$ cat config.mk
export PLATFORM = sky130hd
export DESIGN_NAME = prot_region_decoder
export DESIGN_NICKNAME = d
export VERILOG_FILES = /design/src/rtl/prd_pkg.sv /design/src/rtl/prd_addr_match.sv /design/src/rtl/prd_wp_reg.sv /design/src/rtl/prot_region_decoder.sv
export SDC_FILE = /design/constraint.sdc
export NUM_CORES = 1
export LEC_CHECK = 0
export ABC_AREA = 1
export CORE_MARGIN = 1.5
export CORE_UTILIZATION = 35
export CTS_BUF_LIST = sky130_fd_sc_hd__clkbuf_4
export DETAILED_ROUTE_END_ITERATION = 6
export GPL_ROUTABILITY_DRIVEN = 0
export PLACE_DENSITY_LB_ADDON = 0.25
export SYNTH_ARGS = -nofsm -noshare
export SYNTH_HDL_FRONTEND = slang
export SYNTH_SLANG_ARGS = --single-unit
$ cat constraint.sdc
create_clock -name clk -period 1.7 [get_ports clk]
set_input_delay 0.34 -clock clk [delete_from_list [all_inputs] [get_ports clk]]
set_output_delay 0.34 -clock clk [all_outputs]
set_load 0.01 [all_outputs]
$ cat src/rtl/prd_pkg.sv
package prd_pkg;
  typedef enum logic [2:0] {
    RG_NONE = 3'd0,
    RG_CMD  = 3'd1,
    RG_MLO  = 3'd2,
    RG_MHI  = 3'd3,
    RG_CFG  = 3'd4
  } region_t;

  localparam logic [1:0] BA_MLO = 2'b00;
  localparam logic [1:0] BA_MHI = 2'b01;
  localparam logic [1:0] BA_CFG = 2'b11;
endpackage

$ cat src/rtl/prd_addr_match.sv
module prd_addr_match
  import prd_pkg::*;
#(
  parameter int TYPE_W = 4,
  parameter int BUS_W = 3,
  parameter logic [TYPE_W-1:0] CMD_TYPE = 4'b1001,
  parameter logic [TYPE_W-1:0] MEM_TYPE_A = 4'b1010,
  parameter logic [TYPE_W-1:0] MEM_TYPE_B = 4'b1011
) (
  input  logic [TYPE_W-1:0] type_code,
  input  logic [BUS_W-1:0]  bus_addr,
  input  logic              a2_pin,
  input  logic              a2_src,
  output region_t           region
);
  localparam int HI_BIT = BUS_W - 1;

  logic hi_expect;
  logic hi_ok;

  assign hi_expect = a2_src ? a2_pin : 1'b0;
  assign hi_ok = (bus_addr[HI_BIT] == hi_expect);

  always_comb begin
    region = RG_NONE;
    if (type_code == CMD_TYPE) begin
      region = RG_CMD;
    end else if ((type_code == MEM_TYPE_A || type_code == MEM_TYPE_B) && hi_ok) begin
      unique case (bus_addr[1:0])
        BA_MLO:  region = RG_MLO;
        BA_MHI:  region = RG_MHI;
        BA_CFG:  region = RG_CFG;
        default: region = RG_NONE;
      endcase
    end
  end
endmodule

$ cat src/rtl/prd_wp_reg.sv
module prd_wp_reg
  import prd_pkg::*;
#(
  parameter int ADDR_W = 8,
  parameter int DATA_W = 8,
  parameter logic [ADDR_W-1:0] WP_ADDR = 8'h87,
  parameter logic [DATA_W/2-1:0] UNLOCK = 4'b0101
) (
  input  logic              clk,
  input  logic              rst_n,
  input  region_t           region,
  input  logic [ADDR_W-1:0] word_addr,
  input  logic [DATA_W-1:0] wr_data,
  input  logic              wr_strobe,
  output logic [DATA_W-1:0] wp_q,
  output logic              mem_unlock,
  output logic              cfg_unlock
);
  localparam int NIB_W = DATA_W / 2;

  logic wp_hit;

  assign wp_hit = wr_strobe && (region == RG_CMD) && (word_addr == WP_ADDR);

  always_ff @(posedge clk or negedge rst_n) begin
    if (!rst_n) wp_q <= '0;
    else if (wp_hit) wp_q <= wr_data;
  end

  assign mem_unlock = (wp_q[DATA_W-1 -: NIB_W] == UNLOCK);
  assign cfg_unlock = (wp_q[NIB_W-1:0] == UNLOCK);

  a_r1_reset_locked: assert property (@(posedge clk) !rst_n |=> (wp_q == '0));
  a_r2_load: assert property (@(posedge clk) disable iff (!rst_n)
    wp_hit |=> (wp_q == $past(wr_data)));
  a_r11_hold: assert property (@(posedge clk) disable iff (!rst_n)
    !wp_hit |=> $stable(wp_q));
endmodule

$ cat src/rtl/prot_region_decoder.sv
module prot_region_decoder
  import prd_pkg::*;
#(
  parameter int TYPE_W = 4,
  parameter int BUS_W = 3,
  parameter int ADDR_W = 8,
  parameter int DATA_W = 8,
  parameter logic [TYPE_W-1:0] CMD_TYPE = 4'b1001,
  parameter logic [TYPE_W-1:0] MEM_TYPE_A = 4'b1010,
  parameter logic [TYPE_W-1:0] MEM_TYPE_B = 4'b1011,
  parameter logic [ADDR_W-1:0] WP_ADDR = 8'h87,
  parameter logic [DATA_W/2-1:0] UNLOCK = 4'b0101
) (
  input  logic              clk,
  input  logic              rst_n,
  input  logic [TYPE_W-1:0] type_code,
  input  logic [BUS_W-1:0]  bus_addr,
  input  logic [ADDR_W-1:0] word_addr,
  input  logic [DATA_W-1:0] wr_data,
  input  logic              wr_strobe,
  input  logic              a2_pin,
  input  logic              a2_src,
  output logic              sel_cmd,
  output logic              sel_mem_lo,
  output logic              sel_mem_hi,
  output logic              sel_cfg,
  output logic              ack,
  output logic              we_mem_lo,
  output logic              we_mem_hi,
  output logic              we_cfg,
  output logic [DATA_W-1:0] wp_rdata
);
  localparam int N_ARR = 3;

  region_t region;
  logic mem_unlock;
  logic cfg_unlock;
  logic [N_ARR-1:0] arr_sel;
  logic [N_ARR-1:0] arr_open;
  logic [N_ARR-1:0] arr_we;

  prd_addr_match #(
    .TYPE_W(TYPE_W), .BUS_W(BUS_W), .CMD_TYPE(CMD_TYPE),
    .MEM_TYPE_A(MEM_TYPE_A), .MEM_TYPE_B(MEM_TYPE_B)
  ) u_match (
    .type_code(type_code), .bus_addr(bus_addr), .a2_pin(a2_pin),
    .a2_src(a2_src), .region(region)
  );

  prd_wp_reg #(
    .ADDR_W(ADDR_W), .DATA_W(DATA_W), .WP_ADDR(WP_ADDR), .UNLOCK(UNLOCK)
  ) u_wp (
    .clk(clk), .rst_n(rst_n), .region(region), .word_addr(word_addr),
    .wr_data(wr_data), .wr_strobe(wr_strobe), .wp_q(wp_rdata),
    .mem_unlock(mem_unlock), .cfg_unlock(cfg_unlock)
  );

  assign sel_cmd = (region == RG_CMD);
  assign arr_sel = {region == RG_CFG, region == RG_MHI, region == RG_MLO};
  assign arr_open = {cfg_unlock, mem_unlock, mem_unlock};

  for (genvar i = 0; i < N_ARR; i++) begin : g_we
    assign arr_we[i] = wr_strobe && arr_sel[i] && arr_open[i];
  end

  assign sel_mem_lo = arr_sel[0];
  assign sel_mem_hi = arr_sel[1];
  assign sel_cfg = arr_sel[2];
  assign ack = (region != RG_NONE);
  assign we_mem_lo = arr_we[0];
  assign we_mem_hi = arr_we[1];
  assign we_cfg = arr_we[2];

  a_r6_one_select: assert property (@(posedge clk) disable iff (!rst_n)
    $onehot0({sel_cmd, sel_mem_lo, sel_mem_hi, sel_cfg}));
  a_r9_mem_locked: assert property (@(posedge clk) disable iff (!rst_n)
    (we_mem_lo || we_mem_hi) |-> (wp_rdata[DATA_W-1 -: DATA_W/2] == UNLOCK));
  a_r9_cfg_locked: assert property (@(posedge clk) disable iff (!rst_n)
    we_cfg |-> (wp_rdata[DATA_W/2-1:0] == UNLOCK));
  a_r10_we_strobe: assert property (@(posedge clk) disable iff (!rst_n)
    (we_mem_lo || we_mem_hi || we_cfg) |-> (wr_strobe && ack));
  a_r10_we_single: assert property (@(posedge clk) disable iff (!rst_n)
    $onehot0({we_mem_lo, we_mem_hi, we_cfg}));
endmodule

==> results of run 1 <==
cells by family (layout without fill, tap and decap cells):
| family | count (synthesis) | after routing | share of synthesized area |
|---|---|---|---|
| buffers and inverters | 7 | 58 | 0.05013 |
| flip-flops | 8 | 8 | 0.3819 |
| AO/OA/AOI/OAI | 1 | 1 | 0.009537 |
| AND/OR/NAND/NOR | 54 | 54 | 0.5585 |
routing by layer:
| layer | track usage | up-vias | routed length, um | share of wire |
|---|---|---|---|---|
| met4 | 0.08387 | 0 | 31 | 0.019 |
| met1 | 0.2016 | 313 | 633 | 0.39 |
| met2 | 0.3719 | 35 | 865 | 0.53 |
| met5 | 0 | - | 0 | 0 |
| met3 | 0.08261 | 4 | 106 | 0.065 |
| li1 | - | 327 | - | - |
worst max-delay path by stage:
stage | cells past startpoint | from | to | slack [ns]
after floorplan | 5 | type_code[2] | we_cfg | 0.43
after global placement | 6 | type_code[3] | we_cfg | -0.49
after detailed placement | 6 | type_code[3] | we_cfg | -0.53
after CTS | 4 | bus_addr[0] | we_cfg | 0.03
after global routing | 4 | bus_addr[0] | we_cfg | -0.03
final | 4 | bus_addr[0] | we_cfg | 0.02
layout make-up:
class                           instances  area, um2
Timing Repair Buffer                   48      425.4
Fill cell                             122      336.6
Multi-Input combinational cell         55      320.3
Sequential cell                         8      200.2
Inverter                                7      26.28
Clock buffer                            3      22.52
Tap cell                               15      18.77
cell usage in the layout (no fill, tap or decap), types with 3 or more instances in the layout:
cell,netlist,final
clkdlybuf4s50_1,0,28
nand2_1,23,22
nor2_1,10,8
nand3_1,9,8
dfrtp_1,8,8
inv_1,7,7
dlygate4sd2_1,0,7
buf_2,0,6
buf_4,0,5
clkbuf_4,0,3
power groups by stage:
stage | Sequential (W) | Combinational [W] | Clock (W)
detailed placement | 0.000195 | 0.000109 | 0
CTS | 0.000192 | 0.000103 | 0.000151
finish | 0.000192 | 0.000105 | 0.000144
floorplan | 0.000196 | 0.0000242 | 0
global placement | 0.000195 | 0.000107 | 0
global route | 0.000192 | 0.000114 | 0.000163
critical path, delay by kind of cell:
kind,cells,cell delay (ns)
AND/OR/NAND/NOR,2,0.31
buffers and inverters,2,0.69
metrics by stage:
| stage | setup TNS, ns | utilization | setup WS, ns | instances |
|---|---|---|---|---|
| finish | 0 | 0.7507 | 0.01782 | 136 |
| global route | -0.03194 | 0.7507 | -0.03194 | 136 |
| CTS | 0 | 0.7461 | 0.03009 | 136 |
| detailed placement | -3.968 | 0.7488 | -0.5323 | 133 |
| global placement | -3.402 | 0.7488 | -0.4896 | 133 |
| floorplan | 0 | - | 0.4273 | 70 |
repair_timing:
action | CTS | global route
pin swaps | 8 | 0
setup endpoints to repair | 8 | 2
resized for setup | 39 | 4
==> impl_metrics.toml, run 1 <==
[floorplan]
io_pins = 44
design.core.area_um2 = 1350
die_y_um = 41.70
initial_core_util = 0.3883
row_count = 13
die_w_um = 41.70
die-area_um2 = 1739

[worst_setup_path]
ff2ff_setup_slack_ns = 0.94
arrival_ns = 1.34
critPathLaunchType = "input pin"
r2r-end = "u_wp.wp_q[7]"
end_kind = "output port"
critPathSlowestCell = "clkdlybuf4s50_1"
reg2reg_depth = 3
critPathKind = "input pin to output port"
worstReg2RegStart = "u_wp.wp_q[7]"
crit_path_cell_trace = "clkdlybuf4s50_1 -> nand2_1 -> nor3_1 -> buf_2"
crit_required_ns = 1.36
max_stage_delay_ns = 0.53
worst-path-max-fanout = 4

[drt]
ant_nets = 0
firstDrtPassIters = 4
drt_iter0_drc = 24
drt_wl_total_mm = 1.636
vias_per_cell = 4.993
wire_per_inst_um = 12.03
route.detailed.drc = 0
vias = 679

[finish]
top_register = "u_wp.wp_q"
area_growth_pct = 93.32
drive_gt1_frac = 0.2314
nets = 151
reg.largest.list = "u_wp.wp_q x8"
n_antenna_cell = 0
largest_reg_flops = 8
final_area_um2 = 1013

[clocking]
holdBufCountCts = 0
clock_path_buffers = 2
cts_tree = "done"
cts_buffers = 3
cts.clk_slew.worst_paths_ns = 0.05
postCtsSetupBuffers = 0
clockRootBuffer = "clkbuf_4"
htreeDepth = 1
clock_latency_ns = 0.25
clock-sinks = 8

[sta]
post-route-period-util = 0.9895
hold_violations = 0
hold_ws_ns = 0.3718
relSlewSlack = 0.7456
worst_pin_slew_ns = 0.3804
period_needed_ns = 1.682
clock.fmax_mhz = 594.5
skew_ns = 0
drv_slew = 0
setup_viol = 0

[yosys]
syn_inst = 70
yosys_warnings = 0
synth_most_common_cell = "nand2_1"
synth_fp_nets = 98
synth_edf_count = 0
synth-seq-cells = 8
synth_seq_area_share = 0.3819
async_flop_share = 1.000
synthDistinctLibCells = 15
synth_area_leaders = "dfrtp_1, nand2_1, nand3_1"
syn_avg_cell_area_um2 = 7.489
netlist_area_um2 = 524.3
yosys.area.top_type = "dfrtp_1"
synth_commonest_cells = "nand2_1, nor2_1, nand3_1, dfrtp_1, inv_1"
synth.top_cell.area_share = 0.3819
synth_top_flop_cell = "dfrtp_1"

[pwr]
leakage_nw = 0.5583
switching_share = 0.2391
power_frac_comb = 0.238
p_clk_frac = 0.327
power_w = 0.0004417
vdd_drop_max_uv = 276.7
pwr-share-seq = 0.435
p_sw_w = 0.0001056
internal_power_w = 0.0003361
power_density_nw_per_um2 = 435.8

[global_route]
gr-total-overflow = 0
grt_pass1_vias = 707
antenna_found_initial = 0
grt_pass1_wl_mm = 2.766
grt_max_degree = 10
grt_usage = 0.2042

[placed_design]
dp_hpwl_mm = 1.285
portBuffers = 43
placed_area_um2 = 1011

[min_path]
holdCritPathClass = "input pin to async pin"

[flow_run]
max_cap_violations = 0

[status]
status = "finished clean"
Note: power is estimated with default switching activity, not from simulation.
==> inputs of run 2 (changes only) <==
Settings changed: CAP_MARGIN set to 20, PLACE_DENSITY set to 0.9, PLACE_DENSITY_LB_ADDON 0.25 to unset.
==> impl_metrics.toml, run 2 (synthesis results as in run 1) <==
[status]
status = "finished clean"

[floorplan]
die_w_um = 41.70
row_count = 13
die-area_um2 = 1739
io_pins = 44
design.core.area_um2 = 1350
initial_core_util = 0.3883
die_y_um = 41.70

[drt]
ant_nets = 0
firstDrtPassIters = 4
vias = 667
drt_wl_total_mm = 1.640
wire_per_inst_um = 11.97
vias_per_cell = 4.869
route.detailed.drc = 0
drt_iter0_drc = 15

[clocking]
clock_path_buffers = 2
clockRootBuffer = "clkbuf_4"
cts_tree = "done"
cts_buffers = 3
htreeDepth = 1
cts.clk_slew.worst_paths_ns = 0.06
clock-sinks = 8
clock_latency_ns = 0.25

[finish]
layout_commonest_cell = "clkdlybuf4s50_1"
reg.largest.list = "u_wp.wp_q x8"
largest_reg_flops = 8
fillers = 99
top_register = "u_wp.wp_q"
nets = 152
area_growth_pct = 99.52
n_antenna_cell = 0
final_area_um2 = 1046
layout_common_cells = "clkdlybuf4s50_1, nand2_1, nor2_1, nand3_1, dfrtp_1"
drive_gt1_frac = 0.2295

[worst_setup_path]
end_kind = "output port"
crit_required_ns = 1.36
arrival_ns = 1.34
critPathLaunchType = "input pin"
critPathKind = "input pin to output port"
worst-path-max-fanout = 3

[pwr]
power_w = 0.0004466
switching_share = 0.2391
leakage_nw = 0.5824
vdd_drop_max_uv = 380.7
pwr-share-seq = 0.430
p_sw_w = 0.0001068
internal_power_w = 0.0003399
power_frac_comb = 0.244
p_clk_frac = 0.326
power_density_nw_per_um2 = 427.0

[sta]
skew_ns = 0
worst_pin_slew_ns = 0.3726
hold_ws_ns = 0.3630
setup_tns_ns = 0
setup_viol = 0
period_needed_ns = 1.678
post-route-period-util = 0.9869
finalWorstSetupSlack_ns = 0.02228
drv_slew = 0
clock.fmax_mhz = 596.0
hold_violations = 0
rsz0062_at_grt = "true"
relSlewSlack = 0.7508

[global_route]
grt_usage = 0.1995
grt_max_degree = 10
grt_pass1_wl_mm = 2.704
gr-total-overflow = 0
antenna_found_initial = 0
grt_pass1_vias = 610

[placed_design]
placed_area_um2 = 1011
portBuffers = 43
dp_hpwl_mm = 1.301
post-place-ws_ns = -0.6190

[flow_run]
max_cap_violations = 0

[min_path]
holdCritPathClass = "input pin to async pin"
-- run 2: changes by cell type in the layout (fill, tap and decap cells not counted), sizes merged --
cell | before | now
clkdlybuf4s50 | 28 | 27
dlygate4sd2 | 7 | 4
clkbuf | 4 | 3
clkdlybuf4s15 | 1 | 6
dlymetal6s2s | 0 | 1
-- run 2: worst max-delay path, stage by stage --
cell and delay [ns]:
clkdlybuf4s50_1 0.49, inv_2 0.06, nand4_1 0.12, inv_1 0.05, dlygate4sd2_1 0.27
-- run 2: through the flow --
stage | util | instances
2_1_floorplan | - | 70
3_3_place_gp | 0.7488 | 133
3_5_place_dp | 0.7488 | 133
4_1_cts | 0.7674 | 137
5_1_grt | 0.7748 | 137
6_report | 0.7748 | 137
-- run 2: area by class of cell --
class                      instances  area [um2]  share of cell area
timing repair buffer              49       451.7              0.4318
tap                               15       18.77             0.01794
multi-input combinational         55       326.6              0.3122
clock buffer                       3       22.52             0.02153
sequential                         8       200.2              0.1914
inverter                           7       26.28             0.02512
-- run 2: per-layer routing --
| metal | vias up | track usage | routed length (um) |
|---|---|---|---|
| met2 | 27 | 0.3594 | 862 |
| met3 | 0 | 0.01304 | 75 |
| met1 | 309 | 0.2446 | 702 |
| met5 | - | 0 | 0 |
| li1 | 331 | - | - |
| met4 | 0 | 0.07742 | 0 |
-- run 2: final timing paths --
kind / endpoint / depth (start not counted) / from / slack [ns]
min: u_wp.wp_q[2] / 1 / rst_n / 0.36
min reg2reg: u_wp.wp_q[1] / 2 / u_wp.wp_q[1] / 0.49
max in group asynchronous: u_wp.wp_q[6] / 1 / rst_n / 1.06
max reg2reg: u_wp.wp_q[7] / 3 / u_wp.wp_q[7] / 0.98
min in group clk: u_wp.wp_q[1] / 2 / u_wp.wp_q[1] / 0.49
max: sel_mem_lo / 5 / bus_addr[1] / 0.02
-- run 2: what timing repair did --
action                                  CTS  global route
pin swaps                                 8             5
setup buffers                             1             0
endpoints found under the hold margin     0             0
endpoints found under the setup margin    8             5
hold buffers                              0             0
resized for setup                        37             9
cloned                                    0             0
-- run 2: power groups by stage --
stage | Combinational (W) | Clock, W | Sequential (W)
global route | 0.000117 | 0.000165 | 0.000192
global placement | 0.000107 | 0 | 0.000195
floorplan | 0.0000242 | 0 | 0.000196
detailed placement | 0.000110 | 0 | 0.000195
CTS | 0.000107 | 0.000154 | 0.000192
finish | 0.000109 | 0.000146 | 0.000192
